### config.mk
export PLATFORM = sky130hd
export DESIGN_NAME = sym45_line_tx
export DESIGN_NICKNAME = d
export VERILOG_FILES = /design/src/rtl/sym45_pkg.sv /design/src/rtl/sym45_rst_sync.sv /design/src/rtl/sym45_byte_hold.sv /design/src/rtl/sym45_encoder.sv /design/src/rtl/sym45_shifter.sv /design/src/rtl/sym45_nrzi.sv /design/src/rtl/sym45_line_tx.sv
export SDC_FILE = /design/constraint.sdc
export NUM_CORES = 1
export LEC_CHECK = 0
export BUFFER_PORTS_ARGS = -buffer_cell sky130_fd_sc_hd__buf_4
export CAP_MARGIN = 10
export CORE_MARGIN = 1
export CORE_UTILIZATION = 35
export CTS_CLUSTER_DIAMETER = 40
export DETAILED_ROUTE_END_ITERATION = 8
export HOLD_SLACK_MARGIN = 0.03
export PLACE_DENSITY = 0.59
export SETUP_SLACK_MARGIN = 0.02
export SYNTH_ARGS = -nofsm -noshare
export SYNTH_HDL_FRONTEND = slang
export SYNTH_SLANG_ARGS = --single-unit
### constraint.sdc
create_clock -name clk -period 1.3 [get_ports clk]
set_input_delay 0.13 -clock clk [delete_from_list [all_inputs] [get_ports clk]]
set_output_delay 0.13 -clock clk [all_outputs]
set_load 0.05 [all_outputs]
### src/rtl/sym45_pkg.sv
package sym45_pkg;
  localparam int NIB_W = 4;
  localparam int SYM_W = 5;
  localparam logic [SYM_W-1:0] SYM_J = 5'b11000;
  localparam logic [SYM_W-1:0] SYM_K = 5'b10001;

  function automatic logic [SYM_W-1:0] nib_to_sym(input logic [NIB_W-1:0] nib);
    logic [SYM_W-1:0] s;
    case (nib)
      4'h0: s = 5'b11110;
      4'h1: s = 5'b01001;
      4'h2: s = 5'b10100;
      4'h3: s = 5'b10101;
      4'h4: s = 5'b01010;
      4'h5: s = 5'b01011;
      4'h6: s = 5'b01110;
      4'h7: s = 5'b01111;
      4'h8: s = 5'b10010;
      4'h9: s = 5'b10011;
      4'hA: s = 5'b10110;
      4'hB: s = 5'b10111;
      4'hC: s = 5'b11010;
      4'hD: s = 5'b11011;
      4'hE: s = 5'b11100;
      default: s = 5'b11101;
    endcase
    return s;
  endfunction
endpackage

### src/rtl/sym45_rst_sync.sv
module sym45_rst_sync #(
  parameter int STAGES = 2
) (
  input  logic clk,
  input  logic arst_n,
  output logic srst_n
);
  logic [STAGES-1:0] sync_q;
  logic [STAGES-1:0] sync_d;

  always_comb begin
    sync_d = {sync_q[STAGES-2:0], 1'b1};
  end

  always_ff @(posedge clk or negedge arst_n) begin
    if (!arst_n) sync_q <= '0;
    else         sync_q <= sync_d;
  end

  assign srst_n = sync_q[STAGES-1];
endmodule

### src/rtl/sym45_byte_hold.sv
module sym45_byte_hold #(
  parameter int DATA_W = 8
) (
  input  logic              clk,
  input  logic              rst_n,
  input  logic              take,
  input  logic              strobe,
  input  logic [DATA_W-1:0] data_i,
  output logic              valid_q,
  output logic [DATA_W-1:0] data_q
);
  logic              valid_d;
  logic [DATA_W-1:0] data_d;
  logic              valid_en;
  logic              data_en;

  always_comb begin
    valid_en = take;
    data_en  = take & strobe;
    valid_d  = strobe;
    data_d   = data_i;
  end

  always_ff @(posedge clk or negedge rst_n) begin
    if (!rst_n) begin
      valid_q <= 1'b0;
      data_q  <= '0;
    end else begin
      if (valid_en) valid_q <= valid_d;
      if (data_en)  data_q  <= data_d;
    end
  end
endmodule

### src/rtl/sym45_encoder.sv
module sym45_encoder
  import sym45_pkg::*;
#(
  parameter int DATA_W = 8,
  parameter int WORD_W = 10
) (
  input  logic [DATA_W-1:0] byte_i,
  output logic [WORD_W-1:0] data_word_o,
  output logic [WORD_W-1:0] sync_word_o
);
  localparam int NSYM = DATA_W / NIB_W;

  for (genvar s = 0; s < NSYM; s++) begin : g_sym
    assign data_word_o[s*SYM_W +: SYM_W] = nib_to_sym(byte_i[s*NIB_W +: NIB_W]);
    if (((NSYM - 1 - s) % 2) == 0) begin : g_first
      assign sync_word_o[s*SYM_W +: SYM_W] = SYM_J;
    end else begin : g_second
      assign sync_word_o[s*SYM_W +: SYM_W] = SYM_K;
    end
  end
endmodule

### src/rtl/sym45_shifter.sv
module sym45_shifter #(
  parameter int WORD_W = 10
) (
  input  logic              clk,
  input  logic              rst_n,
  input  logic [WORD_W-1:0] load_word,
  output logic              at_last,
  output logic              code_bit,
  output logic [WORD_W-1:0] word_q
);
  localparam int CNT_W = $clog2(WORD_W);
  localparam int LAST  = WORD_W - 1;

  logic [WORD_W-1:0] sreg_d;
  logic [CNT_W-1:0]  cnt_q;
  logic [CNT_W-1:0]  cnt_d;

  assign at_last  = (cnt_q == CNT_W'(LAST));
  assign code_bit = word_q[WORD_W-1];

  always_comb begin
    if (at_last) begin
      sreg_d = load_word;
      cnt_d  = '0;
    end else begin
      sreg_d = {word_q[WORD_W-2:0], 1'b0};
      cnt_d  = cnt_q + 1'b1;
    end
  end

  always_ff @(posedge clk or negedge rst_n) begin
    if (!rst_n) begin
      word_q <= '0;
      cnt_q  <= CNT_W'(LAST);
    end else begin
      word_q <= sreg_d;
      cnt_q  <= cnt_d;
    end
  end
endmodule

### src/rtl/sym45_nrzi.sv
module sym45_nrzi (
  input  logic clk,
  input  logic rst_n,
  input  logic code_bit,
  output logic line_q
);
  logic line_d;

  always_comb begin
    line_d = line_q ^ code_bit;
  end

  always_ff @(posedge clk or negedge rst_n) begin
    if (!rst_n) line_q <= 1'b0;
    else        line_q <= line_d;
  end
endmodule

### src/rtl/sym45_line_tx.sv
module sym45_line_tx #(
  parameter int DATA_W     = 8,
  parameter int RST_STAGES = 2
) (
  input  logic              clk,
  input  logic              rst_n,
  input  logic [DATA_W-1:0] tx_data,
  input  logic              tx_strobe,
  output logic              tx_ready,
  output logic              line_out
);
  localparam int NSYM   = DATA_W / sym45_pkg::NIB_W;
  localparam int WORD_W = NSYM * sym45_pkg::SYM_W;

  logic              run_n;
  logic              at_last;
  logic              code_bit;
  logic              hold_v;
  logic [DATA_W-1:0] hold_b;
  logic [WORD_W-1:0] data_word;
  logic [WORD_W-1:0] sync_word;
  logic [WORD_W-1:0] load_word;
  logic [WORD_W-1:0] cur_word;

  sym45_rst_sync #(.STAGES(RST_STAGES)) u_rst (
    .clk(clk), .arst_n(rst_n), .srst_n(run_n)
  );

  assign tx_ready  = at_last & run_n;
  assign load_word = hold_v ? data_word : sync_word;

  sym45_byte_hold #(.DATA_W(DATA_W)) u_hold (
    .clk(clk), .rst_n(run_n), .take(tx_ready), .strobe(tx_strobe),
    .data_i(tx_data), .valid_q(hold_v), .data_q(hold_b)
  );

  sym45_encoder #(.DATA_W(DATA_W), .WORD_W(WORD_W)) u_enc (
    .byte_i(hold_b), .data_word_o(data_word), .sync_word_o(sync_word)
  );

  sym45_shifter #(.WORD_W(WORD_W)) u_shift (
    .clk(clk), .rst_n(run_n), .load_word(load_word),
    .at_last(at_last), .code_bit(code_bit), .word_q(cur_word)
  );

  sym45_nrzi u_nrzi (
    .clk(clk), .rst_n(run_n), .code_bit(code_bit), .line_q(line_out)
  );
endmodule

==> impl_metrics.json <==
{
  "final_util": 0.505,
  "wirelength_um": 2240,
  "coreArea_um2": 3050,
  "p_clk_frac": 0.318,
  "die_h_um": 58.6,
  "leakagePower_nw": 0.701,
  "synth_top_cell_area_share": 0.536,
  "synthTopCellsByArea": "dfrtp_1, mux2_4, dfstp_2",
  "h-tree-depth": 1,
  "critPathLaunchType": "flip-flop",
  "rsz0062_at_grt": "yes",
  "synth_nets": 103,
  "nets": 138,
  "internal_power_mw": 1.30,
  "cts.sinks": 26,
  "post-route-drc-count": 0,
  "worstSetupPathType": "flip-flop to output pin",
  "worst-endpoint-arrival_ns": 1.51,
  "ys.flop_type": "dfrtp_1",
  "die-area_um2": 3430,
  "ant_nets": 0,
  "critPathRequiredTime_ns": 1.17,
  "seqPwrFrac": 0.538,
  "io_pins": 13,
  "crit_family": "flip-flops",
  "outcome": "finished, violations left",
  "async_flop_share": 1.00,
  "setup_viol": 17,
  "syn_to_final_growth_pct": 37.6,
  "slowest_delay_ns": 0.56,
  "vias": 793,
  "cts_buffer_depth": 2,
  "synth_cells": 92,
  "io_buffer_count": 12,
  "fp-row-count": 20,
  "clk_pin_slew_worst_paths_ns": 0.13,
  "insertion_delay_ns": 0.32,
  "syn_avg_cell_area_um2": 12.2,
  "synthesis.area_um2": 1120,
  "slowest_stage": "dfstp_2",
  "peakVddDrop_mv": 0.819,
  "drv_slew": 0,
  "fin_crit_sh": 1.26,
  "diodes": 0,
  "dr.pass1.iters": 4,
  "antenna_found_initial": 0,
  "detailedPlacementHpwl_um": 1460,
  "cts_tree": "yes",
  "maxCapViolations": 0,
  "synth-seq-cells": 26,
  "fin_worst_skew_ns": 0.0109,
  "grtUsageTotal": 0.151,
  "finalHoldViolations": 0,
  "power.total_mw": 1.73,
  "wl_per_cell_um": 13.2,
  "synth.most_common_cell": "dfrtp_1",
  "cp-end-kind": "output pin",
  "ys_warn_count": 0,
  "violations": "setup timing",
  "power.switching_mw": 0.428,
  "die_w_um": 58.6,
  "synth_top_cell_by_area": "dfrtp_1",
  "yosysSeqAreaShare": 0.583,
  "max_clock_freq_mhz": 610,
  "synth-edff-count": 0,
  "drive_gt1_frac": 0.389,
  "drt_iter0_drc": 13,
  "path_cells": "and4bb_1, buf_6, and2_4, buf_8",
  "dp_cells": 152,
  "worst_slack_ns": -0.341,
  "ys_types": 29,
  "via_per_inst": 4.66,
  "crit_buf_inv": 2,
  "grt_first_pass_wirelength_um": 3800,
  "power_frac_comb": 0.144,
  "stdcell_count": 170,
  "grt_pass1_vias": 835,
  "gp_congestion": 0.734,
  "grt_overflow": 0,
  "cts_root_buf": "clkbuf_4",
  "synthTopCellsByCount": "dfrtp_1, nand2_1, mux2_4",
  "cellPowerDensity_nw_per_um2": 1120,
  "period_needed_ns": 1.64,
  "p_sw_frac": 0.248,
  "grt_max_degree": 25,
  "initial_utilization": 0.367,
  "cts_buffers": 3,
  "crit_fanout": 2,
  "hold_path.class": "input port to async pin"
}
[per-layer routing]
metal / global-route usage / vias up / part of all wire
met3: 0.0396 / 4 / 0.024
met2: 0.253 / 10 / 0.52
met1: 0.190 / 392 / 0.45
met4: 0.0510 / 0 / 0.013
li1: - / 387 / -
met5: 0 / - / 0
[power groups by stage]
| stage | clock network [mW] | logic [mW] | registers (mW) |
|---|---|---|---|
| 2_1_floorplan | 0 | 0.0854 | 0.991 |
| 3_3_place_gp | 0 | 0.217 | 0.938 |
| 3_5_place_dp | 0 | 0.222 | 0.939 |
| 4_1_cts | 0.560 | 0.236 | 0.929 |
| 5_1_grt | 0.591 | 0.272 | 0.940 |
| 6_report | 0.548 | 0.248 | 0.929 |
[final cells by class]
class / instances / area, um2
Fill cell: 283 / 1510
Sequential cell: 26 / 654
Multi-Input combinational cell: 61 / 488
Timing Repair Buffer: 32 / 282
Tap cell: 44 / 55.1
Clock inverter: 1 / 30.0
Clock buffer: 3 / 22.5
Inverter: 3 / 11.3
[path summary, 6_finish.rpt]
kind	startpoint	end	slack, ns	cells past startpoint
worst min register to register	u_rst.sync_q[1]	u_shift.word_q[4]	0.31	1
worst min-delay path	rst_n	u_rst.sync_q[1]	0.11	2
worst max-delay path	u_shift.cnt_q[3]	tx_ready	-0.34	4
max in group asynchronous	u_rst.sync_q[1]	u_shift.cnt_q[0]	0.69	1
worst max register to register	u_shift.cnt_q[3]	u_hold.data_q[3]	-0.29	4
min in group clk	tx_strobe	u_hold.valid_q	0.26	3
[per-stage QoR]
stage	instance area [um2]	hold slack [ns]	setup TNS (ns)	setup slack, ns
global placement	1290	-0.0869	-1.50	-0.153
detailed placement	1290	-0.0852	-1.93	-0.200
floorplan	1130	-0.166	-2.56	-0.298
finish	1540	0.111	-3.28	-0.341
global route	1540	0.0992	-4.11	-0.404
CTS	1490	0.0306	-3.42	-0.334
[repair_timing]
action	in CTS	in global routing
pin swaps	6	2
endpoints found under the setup margin	18	19
hold buffers	4	5
buffers inserted	4	1
gates cloned	1	0
endpoints found under the hold margin	5	5
resized for setup	17	3
[state kept, by name, summed over array words and instances, names as in the netlist]
signal and cells:
u_nrzi.line_q 1, u_hold.data_q 8, u_hold.valid_q 1, u_shift.word_q 10, u_rst.sync_q 2, u_shift.cnt_q 4
[cells in the final DEF, fill, tap and decap left out, types with 2 or more instances in the layout]
master         netlist  final
buf_6                2      3
and3_4               1      2
nor2_1               6      6
a21oi_1              2      2
nor2b_1              2      2
xnor2_1              2      2
o21ai_2              0      4
buf_4                0     19
nand2_1             11     10
inv_1                3      3
dfstp_2              2      2
clkbuf_4             0      3
dlygate4sd3_1        0      9
o21ai_1              4      4
mux2_4               8      8
nor3_1               3      3
o32a_1               2      2
dfrtp_1             24     23
[logic make-up after synthesis]
kind of cell / share of synthesized area
AND/OR/NAND/NOR: 0.127
other: 0.00335
buffers and inverters: 0.0335
flip-flops: 0.583
multiplexers: 0.126
XOR/XNOR: 0.0234
AO/OA/AOI/OAI: 0.104
Note: power is estimated with default switching activity, not from simulation.
